### config.mk
export PLATFORM = sky130hd
export DESIGN_NAME = dw_permute_unit
export DESIGN_NICKNAME = d
export VERILOG_FILES = /design/src/rtl/dw_permute_pkg.sv /design/src/rtl/perm_rotator.sv /design/src/rtl/perm_byte_swapper.sv /design/src/rtl/perm_half_reverser.sv /design/src/rtl/dw_permute_unit.sv
export SDC_FILE = /design/constraint.sdc
export NUM_CORES = 1
export LEC_CHECK = 0
export ABC_CLOCK_PERIOD_IN_PS = 2750
export BUFFER_PORTS_ARGS = -buffer_cell sky130_fd_sc_hd__clkbuf_2
export CAP_MARGIN = 20
export CELL_PAD_IN_SITES_DETAIL_PLACEMENT = 0
export CELL_PAD_IN_SITES_GLOBAL_PLACEMENT = 1
export CORE_ASPECT_RATIO = 1.1
export CORE_MARGIN = 4
export CORE_UTILIZATION = 45
export CTS_BUF_LIST = sky130_fd_sc_hd__clkbuf_8
export CTS_CLUSTER_SIZE = 10
export DETAILED_ROUTE_END_ITERATION = 10
export PLACE_DENSITY_LB_ADDON = 0.12
export SYNTH_ARGS = -nofsm -noshare
export SYNTH_HDL_FRONTEND = slang
export SYNTH_SLANG_ARGS = --single-unit
### constraint.sdc
create_clock -name clk -period 2.75 [get_ports clk]
set_clock_uncertainty 0.2 [all_clocks]
set_input_delay 0.4125 -clock clk [delete_from_list [all_inputs] [get_ports clk]]
set_output_delay 0.4125 -clock clk [all_outputs]
set_load 0.01 [all_outputs]
### src/rtl/dw_permute_pkg.sv
package dw_permute_pkg;

  typedef enum logic [1:0] {
    PERM_ROTATE   = 2'b00,
    PERM_WORD_BSW = 2'b01,
    PERM_DWRD_BSW = 2'b10,
    PERM_HALF_REV = 2'b11
  } perm_op_e;

  // Exchange the two bytes of one 16-bit halfword.
  function automatic logic [15:0] swap_half_bytes(input logic [15:0] h);
    return {h[7:0], h[15:8]};
  endfunction

endpackage

### src/rtl/perm_rotator.sv
module perm_rotator #(
  parameter int DATA_W  = 64,
  parameter int SHAMT_W = 5
) (
  input  logic [DATA_W-1:0]  data_in,
  input  logic [SHAMT_W-1:0] amount,
  output logic [DATA_W-1:0]  data_out
);
  localparam int BASE  = DATA_W / 2;
  localparam int AMT_W = $clog2(DATA_W);

  logic [AMT_W-1:0]    eff_amt;
  logic [2*DATA_W-1:0] doubled;
  logic [2*DATA_W-1:0] shifted;

  // Fixed half-width offset plus the variable amount (32..63 by default).
  assign eff_amt  = AMT_W'(BASE) + AMT_W'(amount);
  assign doubled  = {data_in, data_in};
  assign shifted  = doubled >> eff_amt;
  assign data_out = shifted[DATA_W-1:0];
endmodule

### src/rtl/perm_byte_swapper.sv
module perm_byte_swapper
  import dw_permute_pkg::*;
#(
  parameter int DATA_W   = 64,
  parameter int SWAP_W   = 32,
  parameter bit SIGN_EXT = 1'b1
) (
  input  logic [DATA_W-1:0] data_in,
  output logic [DATA_W-1:0] data_out
);
  localparam int NUM_HALVES = SWAP_W / 16;

  logic [SWAP_W-1:0] swapped;

  for (genvar h = 0; h < NUM_HALVES; h++) begin : g_half
    assign swapped[h*16 +: 16] = swap_half_bytes(data_in[h*16 +: 16]);
  end

  if (SWAP_W == DATA_W) begin : g_full
    assign data_out = swapped;
  end else if (SIGN_EXT) begin : g_sext
    assign data_out = {{(DATA_W-SWAP_W){swapped[SWAP_W-1]}}, swapped};
  end else begin : g_zext
    assign data_out = {{(DATA_W-SWAP_W){1'b0}}, swapped};
  end
endmodule

### src/rtl/perm_half_reverser.sv
module perm_half_reverser #(
  parameter int DATA_W = 64
) (
  input  logic [DATA_W-1:0] data_in,
  output logic [DATA_W-1:0] data_out
);
  localparam int WORD_W  = DATA_W / 2;
  localparam int HWORD_W = WORD_W / 2;

  logic [DATA_W-1:0] words_swapped;

  // Step one: exchange the halfwords inside each word.
  for (genvar w = 0; w < 2; w++) begin : g_word
    assign words_swapped[w*WORD_W +: HWORD_W]           = data_in[w*WORD_W+HWORD_W +: HWORD_W];
    assign words_swapped[w*WORD_W+HWORD_W +: HWORD_W]   = data_in[w*WORD_W +: HWORD_W];
  end

  // Step two: exchange the two words.
  assign data_out = {words_swapped[WORD_W-1:0], words_swapped[DATA_W-1:WORD_W]};
endmodule

### src/rtl/dw_permute_unit.sv
module dw_permute_unit
  import dw_permute_pkg::*;
#(
  parameter int DATA_W  = 64,
  parameter int SHAMT_W = 5
) (
  input  logic               clk,
  input  logic               rst_n,
  input  logic               in_valid,
  input  logic [DATA_W-1:0]  src_operand,
  input  logic [SHAMT_W-1:0] shamt,
  input  logic [1:0]         op_sel,
  output logic               out_valid,
  output logic [DATA_W-1:0]  result
);
  localparam int WORD_W   = DATA_W / 2;
  localparam int HWORD_W  = WORD_W / 2;
  localparam int SIGN_SRC = WORD_W - 9;

  perm_op_e          op_e;
  logic [DATA_W-1:0] rot_res;
  logic [DATA_W-1:0] wswap_res;
  logic [DATA_W-1:0] dswap_res;
  logic [DATA_W-1:0] hrev_res;
  logic [DATA_W-1:0] sel_res;
  logic              capture_evt;
  logic              valid_q;
  logic [DATA_W-1:0] result_q;

  assign op_e        = perm_op_e'(op_sel);
  assign capture_evt = in_valid;

  perm_rotator #(.DATA_W(DATA_W), .SHAMT_W(SHAMT_W)) rot_i (
    .data_in(src_operand), .amount(shamt), .data_out(rot_res)
  );

  perm_byte_swapper #(.DATA_W(DATA_W), .SWAP_W(WORD_W), .SIGN_EXT(1'b1)) wsw_i (
    .data_in(src_operand), .data_out(wswap_res)
  );

  perm_byte_swapper #(.DATA_W(DATA_W), .SWAP_W(DATA_W), .SIGN_EXT(1'b0)) dsw_i (
    .data_in(src_operand), .data_out(dswap_res)
  );

  perm_half_reverser #(.DATA_W(DATA_W)) hrv_i (
    .data_in(src_operand), .data_out(hrev_res)
  );

  always_comb begin
    unique case (op_e)
      PERM_ROTATE:   sel_res = rot_res;
      PERM_WORD_BSW: sel_res = wswap_res;
      PERM_DWRD_BSW: sel_res = dswap_res;
      PERM_HALF_REV: sel_res = hrev_res;
      default:       sel_res = rot_res;
    endcase
  end

  always_ff @(posedge clk) begin
    if (!rst_n) begin
      valid_q  <= 1'b0;
      result_q <= '0;
    end else begin
      valid_q <= capture_evt;
      if (capture_evt) result_q <= sel_res;
    end
  end

  assign out_valid = valid_q;
  assign result    = result_q;

  // Reset clears the output stage.
  p_reset_clear_r1: assert property (@(posedge clk)
    !rst_n |=> (!out_valid && result == '0));

  // Zero extra amount exchanges the words.
  p_word_exchange_r3: assert property (@(posedge clk) disable iff (!rst_n)
    (in_valid && op_sel == 2'b00 && shamt == '0) |=>
      result == {$past(src_operand[WORD_W-1:0]), $past(src_operand[DATA_W-1:WORD_W])});

  // Upper word follows source bit 23 after a word byte swap.
  p_sign_ext_r4: assert property (@(posedge clk) disable iff (!rst_n)
    (in_valid && op_sel == 2'b01) |=>
      result[DATA_W-1:WORD_W] == {WORD_W{$past(src_operand[SIGN_SRC])}});

  // Lowest result halfword comes from the top source halfword.
  p_half_rev_r6: assert property (@(posedge clk) disable iff (!rst_n)
    (in_valid && op_sel == 2'b11) |=>
      result[HWORD_W-1:0] == $past(src_operand[DATA_W-1:DATA_W-HWORD_W]));

  // Valid follows the capture strobe by one cycle.
  p_valid_rise_r7: assert property (@(posedge clk) disable iff (!rst_n)
    in_valid |=> out_valid);
  p_valid_idle_r7: assert property (@(posedge clk) disable iff (!rst_n)
    !in_valid |=> !out_valid);

  // Idle cycles keep the result.
  p_hold_r8: assert property (@(posedge clk) disable iff (!rst_n)
    !in_valid |=> $stable(result));
endmodule

# Word-level counts from Yosys, hierarchy flattened

Index checks and enable logic that the tools add are counted.

Register bits after elaboration: 65
Input bits: 74
Output and inout bits: 65
Logic and storage cells: 9

Add/subtract/negate cells: 1
Equality and inequality tests: 3
Shift-type cells: 1
Mux-type cells: 1
Reductions and logical operators: 1

Operators by type and width:

| operator                                                              | number |
|---|---|
| 64-bit case mux with 4 select lines                                   | 1 |
| 128-bit by 6-bit >> shifter with 64-bit output                        | 1 |
| 6-bit by 5-bit adder with 6-bit output, first input constant          | 1 |
| 2-bit equality test, second input constant                            | 2 |
| 2-bit by 1-bit equality test with 1-bit output, second input constant | 1 |
| 2-bit logical NOT                                                     | 1 |

# Longest topological paths before layout

Depth after elaboration: 3
Mapped depth: 7
Mapped depth without buffers: 4

# Cells and area by module

From an unflattened synthesis, not the netlist that was laid out.

Cells, all modules: 784
Area total of the unflattened synthesis: 9552.9 um2

Modules (own cells, without submodules):

| module             | times used | cells each | area an instance (um2) | seq. area each (um2) |
|---|---|---|---|---|
| dw_permute_unit    | 1          | 365        | 4300.4                 | 1301.2 |
| perm_rotator       | 1          | 227        | 3811.2                 | 0.0 |
| perm_byte_swapper  | 2          | 64         | 480.5                  | 0.0 |
| perm_half_reverser | 1          | 64         | 480.5                  | 0.0 |

# Least setup slack after synthesis

No wires, ideal clock.

Path kind: input-to-reg
From: input port shamt[3]
To: register result_q[40] (netlist: result[40])
Library setup time: 0.123 ns
Arrival: 2.149 ns
Data required time: 2.427 ns
Slack: 0.278 ns
Stages: 6
Path buffers: 2
Cell sequence: buf_4 -> buf_1 -> mux4_2 -> mux4_2 -> a221oi_2 -> a21oi_1

Cells in the longest elaborated chain, start to end: 3

RTL lines:

| item                                           | RTL line              | RTL |
|---|---|---|
| start: declaration                             | dw_permute_unit.sv:11 | `input logic [SHAMT_W-1:0] shamt,` |
| 6-bit by 5-bit adder with 6-bit output         | perm_rotator.sv:17    | `assign eff_amt = AMT_W'(BASE) + AMT_W'(amount);` |
| 128-bit by 6-bit >> shifter with 64-bit output | perm_rotator.sv:19    | `assign shifted = doubled >> eff_amt;` |
| 64-bit case mux with 4 select lines            | dw_permute_unit.sv:50 | `unique case (op_e)` |
| end signal: assignment                         | dw_permute_unit.sv:65 | `if (capture_evt) result_q <= sel_res;` |
| end: declaration                               | dw_permute_unit.sv:28 | `logic [DATA_W-1:0] result_q;` |

Every way passes these cells.
A chain may end at the register's enable or synchronous reset.

# Worst setup path after layout

From: input port shamt[0]
To: register result_q[60] (netlist: result[60])

The elaborated chain is that of the path after synthesis.

==> results by group <==
Status
  • Outcome: completed

Logic synthesis
  • Syn_nets: 680
  • Synth Area per Inst: 11.1 sq um
  • Yosys warnings: 0
  • Cell area after synthesis: 0.00676 sq mm
  • Post-synth cell types: 25
  • Post-synthesis sequential area ratio: 19.3%
  • Post-synth EDFFs: 0
  • Synth async-reset ratio: 0%
  • Main synth FF type: dfxtp_1
  • Flops & latches, synth: 65
  • Post-Syn Instances: 606

Final layout
  • Most frequent cells in the layout: clkbuf_2 (136), mux4_2 (113), dfxtp_1 (65), o21ai_0 (64), mux2_2 (56)
  • Area growth syn-to-layout: 20.3%
  • Reg area: 0.00130 sq mm
  • Share of post-route cells with drive strength above 1: 54.3%
  • Commonest non-fill, non-tap cell in the layout: clkbuf_2
  • Final net count: 809
  • Finished Layout Cells: 933
  • Final core occ: 55.8%
  • Fill cells: 1270
  • Multi-input gate area: 0.00510 sq mm

Power and ir drop
  • Net Sw Frac: 40.3%
  • Clock power frac: 24.4%
  • Switching pwr: 1430 uW
  • Comb power frac: 45.5%
  • Reg power frac: 30.0%
  • Max rail drop VDD: 0.198 mV
  • P_leak: 0.00296 uW
  • Int Pwr: 2120 uW
  • PwrDens: 437 mW/mm^2

Timing
  • TNS Setup: 0 ps
  • Endpoints failing hold: 0
  • Setup WS post-layout: 270 ps
  • FMAX: 403 MHz
  • Min Hold Slack: 274 ps
  • Worst Tran Pin Value: 1020 ps
  • Slew HR: 31.8%
  • Final Slew Violations: 0
  • Minimum clock period: 2480 ps
  • # setup viols final: 0
  • RSZ-0062 raised after global routing: no
  • Fin crit share: 90.2%

Placed design
  • Gpl congestion: 1.09
  • Post-Place Worst Slack: -109 ps
  • IO buf count: 138
  • Final HPWL DP: 25.6 mm
  • DP Cell Count: 915

Clock tree
  • CTS Hold Buffers Added: 0
  • CTS tree: yes
  • Worst-Skew Late Latency: 370 ps
  • Reg clk slew, reported paths: 80 ps
  • Cts repair resizes: 0
  • TritonCTS Sinks: 65
  • Postcts setup bufs: 0
  • Clock Tree Root: clkbuf_8
  • Bufs on Longest Clock Path: 2
  • H-Tree Depth: 3
  • CTS Buf Count: 9

Worst setup path
  • Worst Setup End Kind: flip-flop
  • Worst Setup Start Kind: input pin
  • Worst EP arrival: 2540 ps
  • Crit Path Category: input pin to flip-flop
  • Worst Path Required: 2810 ps
  • CP Max Fanout: 21

Global route
  • Pin count of the biggest net entering global routing: 51
  • Vias in the first global route: 7224
  • Total global-route track usage: 39.8%
  • First-pass GRT wire length: 49.8 mm
  • GRT Residual Overflow: 0
  • Antenna violations before repair: 2

Die
  • Die W: 125 um
  • Core footprint: 0.0146 sq mm
  • Total I/O pin count: 139
  • Die area: 0.0170 sq mm
  • Die height: 137 um
  • Starting Density: 46.4%
  • Row count: 46

Route
  • Remaining DRCs: 0
  • DR pass1 iterations: 6
  • Post-Route WL: 34.4 mm
  • Vias: 7389
  • Drt wl/cell: 36.8 um
  • Via-to-Cell Ratio: 7.92
  • DR iter-0 viols: 1138
  • Final ANT Viol Nets: 0

Flow run
  • # Max-Cap Violations: 0

Min path
  • Hold WC Path Type: input pin to flip-flop
==> registers in the layout (all words and copies together) (netlist names) <==
| register | flops |
|---|---|
| result | 64 |
| out_valid | 1 |
==> cell type report <==
| type | count | area share (%) |
|---|---|---|
| Multi-Input combinational cell | 461 | 62.8 |
| Sequential cell | 65 | 16.0 |
| Timing Repair Buffer | 197 | 15.8 |
| Tap cell | 192 | 2.96 |
| Clock buffer | 9 | 1.52 |
| Clock inverter | 7 | 0.862 |
| Inverter | 1 | 0.0462 |
| Antenna cell | 1 | 0.0308 |
==> logic make-up (layout without fill, tap and decap cells) <==
logic type                count (synthesis)  count (layout)  share of synthesized area (%)
and+or+nand+nor                          46              46                           2.89
DFF                                      65              65                           19.3
other                                     0               1                              0
xor gates and xnor gates                  1               1                          0.130
muxes                                   170             170                           47.4
buffers and inverters                    80             214                           5.67
AOI/OAI and AO/OA                       244             244                           24.7
==> layer usage <==
layer,vias up,global-route usage (%),part of all wire [%]
met5,-,0.294,0.038
met4,2,19.5,6.7
met3,164,17.7,17
met2,803,57.2,41
met1,3578,51.4,35
li1,2842,-,-
==> through the flow <==
step                area [sq um]  total power [uW]
floorplan                   6760              1970
global placement            7910              2620
detailed placement          7910              2620
CTS                         8110              3470
global route                8120              3640
finish                      8120              3550
==> critical path, stage by stage <==
cell      delay [ps]
buf_4            150
buf_12           200
mux4_2           610
mux4_2           540
a221oi_2         490
a21oi_1          120
==> final timing paths <==
| kind | from | slack [ps] | cells past startpoint | endpoint |
|---|---|---|---|---|
| worst max-delay path | shamt[0] | 270 | 6 | result[60] |
| worst min-delay path | src_operand[60] | 270 | 3 | result[12] |
| worst max register to register | result[39] | 1750 | 2 | result[39] |
| worst min register to register | result[6] | 330 | 2 | result[6] |
==> power groups by stage <==
stage | clock, uW | combinational [uW] | sequential [uW]
6_report | 867 | 1620 | 1070
2_1_floorplan | 0 | 856 | 1110
3_5_place_dp | 0 | 1530 | 1080
5_1_grt | 916 | 1650 | 1070
4_1_cts | 867 | 1540 | 1060
3_3_place_gp | 0 | 1540 | 1080
==> cell usage after synthesis (13+ instances only) <==
cell        n  area, sq um
a221oi_2   15          225
mux2_2     56          631
dfxtp_1    65         1300
clkbuf_1   49          184
a21oi_1    54          270
a221oi_1   37          324
mux4_2    113         2540
o21ai_0    65          325
buf_2      13         65.1
a31oi_1    22          138
nand2_1    37          139
a22oi_1    51          383
(Power assumes the default switching activity.)
